==> src/rtl/dds_arb_pkg.sv <==
package dds_arb_pkg;
  typedef enum logic [1:0] {
    DST_FREQ  = 2'd0,
    DST_PHASE = 2'd1,
    DST_AMPL  = 2'd2,
    DST_POLAR = 2'd3
  } dst_e;

  typedef enum logic [1:0] {
    SRC_TONE = 2'd0,
    SRC_PAR  = 2'd1,
    SRC_DRG  = 2'd2,
    SRC_RAM  = 2'd3
  } src_e;

  typedef enum logic [1:0] {
    FLD_FREQ  = 2'd0,
    FLD_PHASE = 2'd1,
    FLD_AMPL  = 2'd2,
    FLD_NONE  = 2'd3
  } fld_e;
endpackage

==> src/rtl/dds_prof_bank.sv <==
module dds_prof_bank #(
  parameter int PROF_N = 8,
  parameter int FTW_W  = 32,
  parameter int POW_W  = 16,
  parameter int ASF_W  = 14,
  localparam int IW    = $clog2(PROF_N)
) (
  input  logic             clk,
  input  logic             rst_n,
  input  logic             wr_en,
  input  logic             wr_ram,
  input  logic [IW-1:0]    wr_idx,
  input  logic [1:0]       wr_fld,
  input  logic [FTW_W-1:0] wr_data,
  input  logic             ram_mode,
  input  logic [IW-1:0]    rd_idx,
  output logic [FTW_W-1:0] rd_frq,
  output logic [POW_W-1:0] rd_pow,
  output logic [ASF_W-1:0] rd_asf
);
  import dds_arb_pkg::*;

  // bank 0 holds tone settings, bank 1 holds RAM-mode settings
  logic [FTW_W-1:0] frq_q [2][PROF_N];
  logic [POW_W-1:0] pow_q [2][PROF_N];
  logic [ASF_W-1:0] asf_q [2][PROF_N];

  always_ff @(posedge clk or negedge rst_n) begin
    if (!rst_n) begin
      for (int b = 0; b < 2; b++) begin
        for (int p = 0; p < PROF_N; p++) begin
          frq_q[b][p] <= '0;
          pow_q[b][p] <= '0;
          asf_q[b][p] <= '0;
        end
      end
    end else if (wr_en) begin
      case (fld_e'(wr_fld))
        FLD_FREQ:  frq_q[wr_ram][wr_idx] <= wr_data;
        FLD_PHASE: pow_q[wr_ram][wr_idx] <= wr_data[POW_W-1:0];
        FLD_AMPL:  asf_q[wr_ram][wr_idx] <= wr_data[ASF_W-1:0];
        default:   ;
      endcase
    end
  end

  always_comb begin
    rd_frq = frq_q[ram_mode][rd_idx];
    rd_pow = pow_q[ram_mode][rd_idx];
    rd_asf = asf_q[ram_mode][rd_idx];
  end
endmodule

==> src/rtl/dds_prof_ctrl.sv <==
module dds_prof_ctrl #(
  parameter int PROF_N = 8,
  localparam int IW    = $clog2(PROF_N)
) (
  input  logic          clk,
  input  logic          rst_n,
  input  logic          prof_on,
  input  logic          prof_off,
  input  logic [IW-1:0] prof_idx,
  output logic [IW-1:0] active
);
  localparam logic [IW-1:0] LAST = IW'(PROF_N - 1);

  always_ff @(posedge clk or negedge rst_n) begin
    if (!rst_n) begin
      active <= '0;
    end else if (prof_on) begin
      active <= prof_idx;
    end else if (prof_off && (prof_idx == active)) begin
      active <= (active == LAST) ? '0 : active + 1'b1;
    end
  end
endmodule

==> src/rtl/dds_src_select.sv <==
module dds_src_select #(
  parameter int FTW_W = 32,
  parameter int PAR_W = 16,
  parameter int SH_W  = 4
) (
  input  logic             ram_en,
  input  logic [1:0]       ram_dest,
  input  logic [FTW_W-1:0] ram_ftw,
  input  logic             drg_en,
  input  logic [1:0]       drg_dest,
  input  logic [FTW_W-1:0] drg_ftw,
  input  logic             par_en,
  input  logic [1:0]       par_dest,
  input  logic [PAR_W-1:0] par_data,
  input  logic [SH_W-1:0]  par_shift,
  input  logic [FTW_W-1:0] par_offset,
  input  logic [FTW_W-1:0] tone_ftw,
  output logic [FTW_W-1:0] ftw_nxt,
  output logic [1:0]       src_nxt
);
  import dds_arb_pkg::*;

  logic             ram_hit, drg_hit, par_hit;
  logic [FTW_W-1:0] par_word;

  assign ram_hit  = ram_en && (dst_e'(ram_dest) == DST_FREQ);
  assign drg_hit  = drg_en && (dst_e'(drg_dest) == DST_FREQ);
  assign par_hit  = par_en && (dst_e'(par_dest) == DST_FREQ);
  assign par_word = par_offset + (FTW_W'(par_data) << par_shift);

  always_comb begin
    if (ram_hit) begin
      ftw_nxt = ram_ftw;
      src_nxt = SRC_RAM;
    end else if (drg_hit) begin
      ftw_nxt = drg_ftw;
      src_nxt = SRC_DRG;
    end else if (par_hit) begin
      ftw_nxt = par_word;
      src_nxt = SRC_PAR;
    end else begin
      ftw_nxt = tone_ftw;
      src_nxt = SRC_TONE;
    end
  end
endmodule

==> src/rtl/dds_freq_arbiter.sv <==
module dds_freq_arbiter #(
  parameter int PROF_N = 8,
  parameter int FTW_W  = 32,
  parameter int POW_W  = 16,
  parameter int ASF_W  = 14,
  parameter int PAR_W  = 16,
  parameter int SH_W   = 4,
  localparam int IW    = $clog2(PROF_N)
) (
  input  logic             clk,
  input  logic             rst_n,
  input  logic             wr_en,
  input  logic             wr_ram,
  input  logic [IW-1:0]    wr_prof,
  input  logic [1:0]       wr_fld,
  input  logic [FTW_W-1:0] wr_data,
  input  logic             prof_on,
  input  logic             prof_off,
  input  logic [IW-1:0]    prof_idx,
  input  logic             ram_en,
  input  logic [1:0]       ram_dest,
  input  logic [FTW_W-1:0] ram_ftw,
  input  logic             drg_en,
  input  logic [1:0]       drg_dest,
  input  logic [FTW_W-1:0] drg_ftw,
  input  logic             par_en,
  input  logic [1:0]       par_dest,
  input  logic [PAR_W-1:0] par_data,
  input  logic [SH_W-1:0]  par_shift,
  input  logic [FTW_W-1:0] par_offset,
  output logic [FTW_W-1:0] ftw_out,
  output logic [POW_W-1:0] pow_out,
  output logic [ASF_W-1:0] asf_out,
  output logic [1:0]       src_out,
  output logic [IW-1:0]    active_prof
);
  logic [FTW_W-1:0] live_frq, ftw_nxt;
  logic [POW_W-1:0] live_pow;
  logic [ASF_W-1:0] live_asf;
  logic [1:0]       src_nxt;

  dds_prof_ctrl #(.PROF_N(PROF_N)) u_ctrl (
    .clk(clk), .rst_n(rst_n), .prof_on(prof_on), .prof_off(prof_off),
    .prof_idx(prof_idx), .active(active_prof)
  );

  dds_prof_bank #(.PROF_N(PROF_N), .FTW_W(FTW_W), .POW_W(POW_W), .ASF_W(ASF_W)) u_bank (
    .clk(clk), .rst_n(rst_n), .wr_en(wr_en), .wr_ram(wr_ram), .wr_idx(wr_prof),
    .wr_fld(wr_fld), .wr_data(wr_data), .ram_mode(ram_en), .rd_idx(active_prof),
    .rd_frq(live_frq), .rd_pow(live_pow), .rd_asf(live_asf)
  );

  dds_src_select #(.FTW_W(FTW_W), .PAR_W(PAR_W), .SH_W(SH_W)) u_sel (
    .ram_en(ram_en), .ram_dest(ram_dest), .ram_ftw(ram_ftw),
    .drg_en(drg_en), .drg_dest(drg_dest), .drg_ftw(drg_ftw),
    .par_en(par_en), .par_dest(par_dest), .par_data(par_data),
    .par_shift(par_shift), .par_offset(par_offset), .tone_ftw(live_frq),
    .ftw_nxt(ftw_nxt), .src_nxt(src_nxt)
  );

  always_ff @(posedge clk or negedge rst_n) begin
    if (!rst_n) begin
      ftw_out <= '0;
      pow_out <= '0;
      asf_out <= '0;
      src_out <= '0;
    end else begin
      ftw_out <= ftw_nxt;
      pow_out <= live_pow;
      asf_out <= live_asf;
      src_out <= src_nxt;
    end
  end
endmodule

==> config.mk <==
export PLATFORM = sky130hd
export DESIGN_NAME = dds_freq_arbiter
export DESIGN_NICKNAME = d
export VERILOG_FILES = /design/src/rtl/dds_arb_pkg.sv /design/src/rtl/dds_prof_bank.sv /design/src/rtl/dds_prof_ctrl.sv /design/src/rtl/dds_src_select.sv /design/src/rtl/dds_freq_arbiter.sv
export SDC_FILE = /design/constraint.sdc
export NUM_CORES = 2
export LEC_CHECK = 0
export BUFFER_PORTS_ARGS = -buffer_cell sky130_fd_sc_hd__buf_4
export CELL_PAD_IN_SITES_DETAIL_PLACEMENT = 0
export CELL_PAD_IN_SITES_GLOBAL_PLACEMENT = 2
export CORE_ASPECT_RATIO = 0.5
export CORE_UTILIZATION = 41
export CTS_CLUSTER_DIAMETER = 60
export DETAILED_ROUTE_END_ITERATION = 6
export HOLD_SLACK_MARGIN = 0.1
export MAX_ROUTING_LAYER = met4
export PLACE_DENSITY_LB_ADDON = 0.1
export SLEW_MARGIN = 10
export SYNTH_ARGS = -nofsm -noshare
export SYNTH_HDL_FRONTEND = slang
export SYNTH_SLANG_ARGS = --single-unit
==> constraint.sdc <==
create_clock -name clk -period 2.3 [get_ports clk]
set_clock_uncertainty 0.05 [all_clocks]
set_input_delay 0.23 -clock clk [delete_from_list [all_inputs] [get_ports clk]]
set_output_delay 0.23 -clock clk [all_outputs]
set_load 0.02 [all_outputs]
==> summary.txt <==
Floorplan
  – Die area: 122,000 um^2
  – Core box area: 119,000 um^2
  – Ports: 238
  – Initial Util: 41.6%
  – Die Y-Extent: 247 um
  – Die width: 493 um
  – Number of placement rows: 89

Detailed routing
  – Routed wire length: 144,000 um
  – Drt wl/cell: 26.2 um
  – 1st-iter DRT viols: 1,827
  – Vias: 30,580
  – DR pass1 iterations: 7
  – Residual DRC: 0
  – Vias per Instance: 5.58
  – Antenna-violating nets left: 0

Cells and area
  – # fillers: 9,854
  – Commonest cells after routing, fill and taps aside: dfrtp_1 (1,056), mux2_2 (991), buf_4 (476)
  – Final instance area: 62,400 um^2
  – Share of post-route cells with drive strength above 1: 59.7%
  – FF+latch area: 26,500 um^2
  – Area Overhead vs Synth: 26.5%
  – Commonest non-fill, non-tap cell in the layout: dfrtp_1
  – Area of the multi-input gates: 23,000 um^2
  – Layout net count: 4,003

Timing
  – Fmax: 360 MHz
  – RSZ-0062 raised after global routing: true
  – Slew Limit Fails: 0
  – Min setup slack post-route: -0.479 ns
  – Tcrit/Tclk final: 121%
  – Worst slew margin: 25.3%
  – Worst slew pin tran: 1.12 ns
  – Fin. Hold Viols: 0
  – Fin crit period: 2.78 ns
  – Final setup violation count: 28

Logic synthesis
  – Number of synthesized flops with an enable pin: 0
  – Syn avg cell area: 15.2 um^2
  – Post-synthesis async set-or-reset flop share: 100%
  – Synth warnings: 0
  – FF+latch count, synth: 1,059
  – Post-Syn Area: 49,300 um^2
  – Count of cell types in the netlist: 58
  – Top cell type by total area after synthesis: dfrtp_1
  – Area share of the largest cell type after synthesis: 53.7%
  – Post-synthesis sequential area ratio: 53.7%
  – Top cells by area, synth: dfrtp_1 (54%), mux2_2 (23%), mux4_2 (14%), clkbuf_1 (1.4%), nand2_1 (0.94%)
  – Commonest register cell after synthesis: dfrtp_1
  – Gate Count Post-Synth: 3,236
  – Post-synthesis net count: 3,441

GRT
  – GRT Util Overall: 24.6%
  – Vias in the first global route: 32,806
  – Initial antenna violation count: 7
  – First-pass GRT wire length: 215,000 um
  – Total congestion overflow: 0
  – Pin count of the biggest net entering global routing: 100

Place
  – Dpl cell area: 55,500 um^2
  – Routability cong.: 0.886
  – Post-detail-place hpwl: 87,900 um
  – Pre-CTS WS: -1.47 ns
  – I/O Buffers: 237

Power and ir drop
  – Peak supply drop: 620 uV
  – Comb power frac: 19.9%
  – Sw Ratio: 26.5%
  – Share of power burned in the clock network: 35.3%
  – Power per cell area: 801 nW/um^2
  – Pint: 0.0368 W
  – Leak Pwr: 28.7 nW
  – Flop pwr share: 44.8%
  – Sw Pwr: 0.0133 W

Clocking
  – CTS Buf Count: 103
  – Clock transition at path regs: 0.07 ns
  – CTS tree: done
  – Sink Count: 1,059
  – Clk buf depth: 3
  – H-tree depth: 3
  – Clk_lat worst skew: 0.72 ns
  – CTS root buf: clkbuf_16

Critical path
  – CP arrival: 3.34 ns
  – Crit end category: flip-flop
  – Critical Path Max Stage Delay: 0.54 ns
  – FF-to-FF Start: u_ctrl.active[0]
  – Crit Path Max Fanout: 5
  – R2r worst-path depth: 9
  – Worst Path Required: 2.86 ns
  – Cells along the critical path: buf_12 > mux4_2 > nand2_1 > o21ai_1 > nor2_1 > a21oi_2 > ha_4 > nand3_2 > or3_1 > inv_1 > o211ai_1 > a21oi_2 > a21oi_2 > and4b_1 > or4_1 > o221a_2
  – R2r endpoint: ftw_out[21]
  – Critical path's slowest cell: mux4_2
  – R2R setup slack: -0.23 ns
  – Worst setup SP type: primary input
  – CP Class: in -> reg
  – Most used cell along the critical path: a21oi_2

Status
  – Failing checks: setup timing
  – Status: finished, violations left

Worst hold path
  – Hold-critical path endpoint: ftw_out[20]
  – Hold Path Origin: par_offset[18]
  – Hold depth: 6
  – Hold Path Class: in -> reg

Flow run
  – Max Cap Viol: 0
==> cell type report <==
class / count / area share [%]
well taps: 1592 / 3.19
repair buffers: 736 / 11.8
clock inverters: 43 / 0.802
flip-flops and latches: 1059 / 42.5
multi-input cells: 1888 / 36.8
clock buffers: 144 / 4.81
diodes: 5 / 0.0200
inverters: 10 / 0.0661
==> state kept, by name (all words and copies together) (netlist names) <==
signal,count
u_bank.pow_q,256
ftw_out,32
u_ctrl.active,3
src_out,2
asf_out,14
u_bank.asf_q,224
u_bank.frq_q,512
pow_out,16
==> Yosys cell counts (16+ instances only) <==
master	instances
buf_2	33
mux4_2	311
nor2_1	74
nor3_1	16
dfrtp_1	1059
mux2_2	995
ha_1	33
a21oi_1	72
clkbuf_1	182
o21ai_0	63
mux2i_1	20
buf_1	56
nand2_1	123
o22ai_1	18
==> cells by family (layout without fill, tap and decap cells) <==
group	Yosys count	count (layout)	share of synthesized area [%]
multiplexers	1327	1327	37.3
flip-flops	1059	1059	53.7
buffers and inverters	289	933	2.36
AND/OR/NAND/NOR	285	285	2.60
AO/OA/AOI/OAI	217	217	2.66
adder cells (fa/ha/maj)	34	34	0.878
XOR/XNOR	25	25	0.444
other	0	5	0
==> worst max path at each step <==
| stage | start | to | slack (ns) | depth (start not counted) |
|---|---|---|---|---|
| finish | par_shift[0] | ftw_out[26] | -0.48 | 16 |
| global route | par_shift[1] | ftw_out[26] | -0.59 | 19 |
| CTS | par_shift[0] | ftw_out[29] | -0.45 | 15 |
| detailed placement | par_shift[0] | ftw_out[29] | -1.47 | 14 |
| global placement | par_shift[0] | ftw_out[29] | -1.48 | 17 |
| floorplan | par_shift[0] | ftw_out[26] | -1.04 | 18 |
==> routing by layer <==
layer	track usage, %	vias up	routed length (um)
li1	-	13229	-
met1	34.8	16627	68400
met2	37.4	527	66300
met3	3.63	197	5640
met4	6.11	0	3170
met5	-	-	0
==> per-stage QoR <==
| stage | setup TNS, ns | std cells | hold WS [ns] | total power, W | util [%] |
|---|---|---|---|---|---|
| final | -5.39 | 5477 | 0.144 | 0.0500 | 52.6 |
| after global routing | -8.23 | 5476 | 0.156 | 0.0523 | 52.6 |
| after CTS | -6.36 | 5461 | 0.118 | 0.0503 | 51.9 |
| after detailed placement | -39.36 | 5113 | 0.118 | 0.0317 | 46.8 |
| after global placement | -39.08 | 5113 | 0.114 | 0.0314 | 46.8 |
| after floorplan | -15.64 | 3236 | -0.116 | 0.0279 | - |
==> power groups by stage <==
stage / combinational, W / clock (W) / sequential [W]
floorplan: 0.00531 / 0 / 0.0226
global placement: 0.00878 / 0 / 0.0226
detailed placement: 0.00893 / 0 / 0.0227
CTS: 0.00971 / 0.0182 / 0.0224
global route: 0.0107 / 0.0189 / 0.0227
finish: 0.00997 / 0.0176 / 0.0224
==> timing repair <==
| item | 4_1_cts | 5_1_grt |
|---|---|---|
| cloned | 13 | 4 |
| buffers inserted | 38 | 25 |
| gates resized for setup | 175 | 170 |
| pin swaps | 85 | 120 |
| setup endpoints to repair | 63 | 39 |
| hold buffers | 117 | 0 |
| hold endpoints to repair | 1983 | 0 |
==> critical path: cells and delay by family <==
kind | cells | cell delay [ns]
AO/OA/AOI/OAI | 6 | 0.71
adder cells (fa/ha/maj) | 1 | 0.31
buffers and inverters | 2 | 0.15
multiplexers | 1 | 0.54
AND/OR/NAND/NOR | 6 | 1.38
No activity file was read; power rests on OpenSTA's default activity.
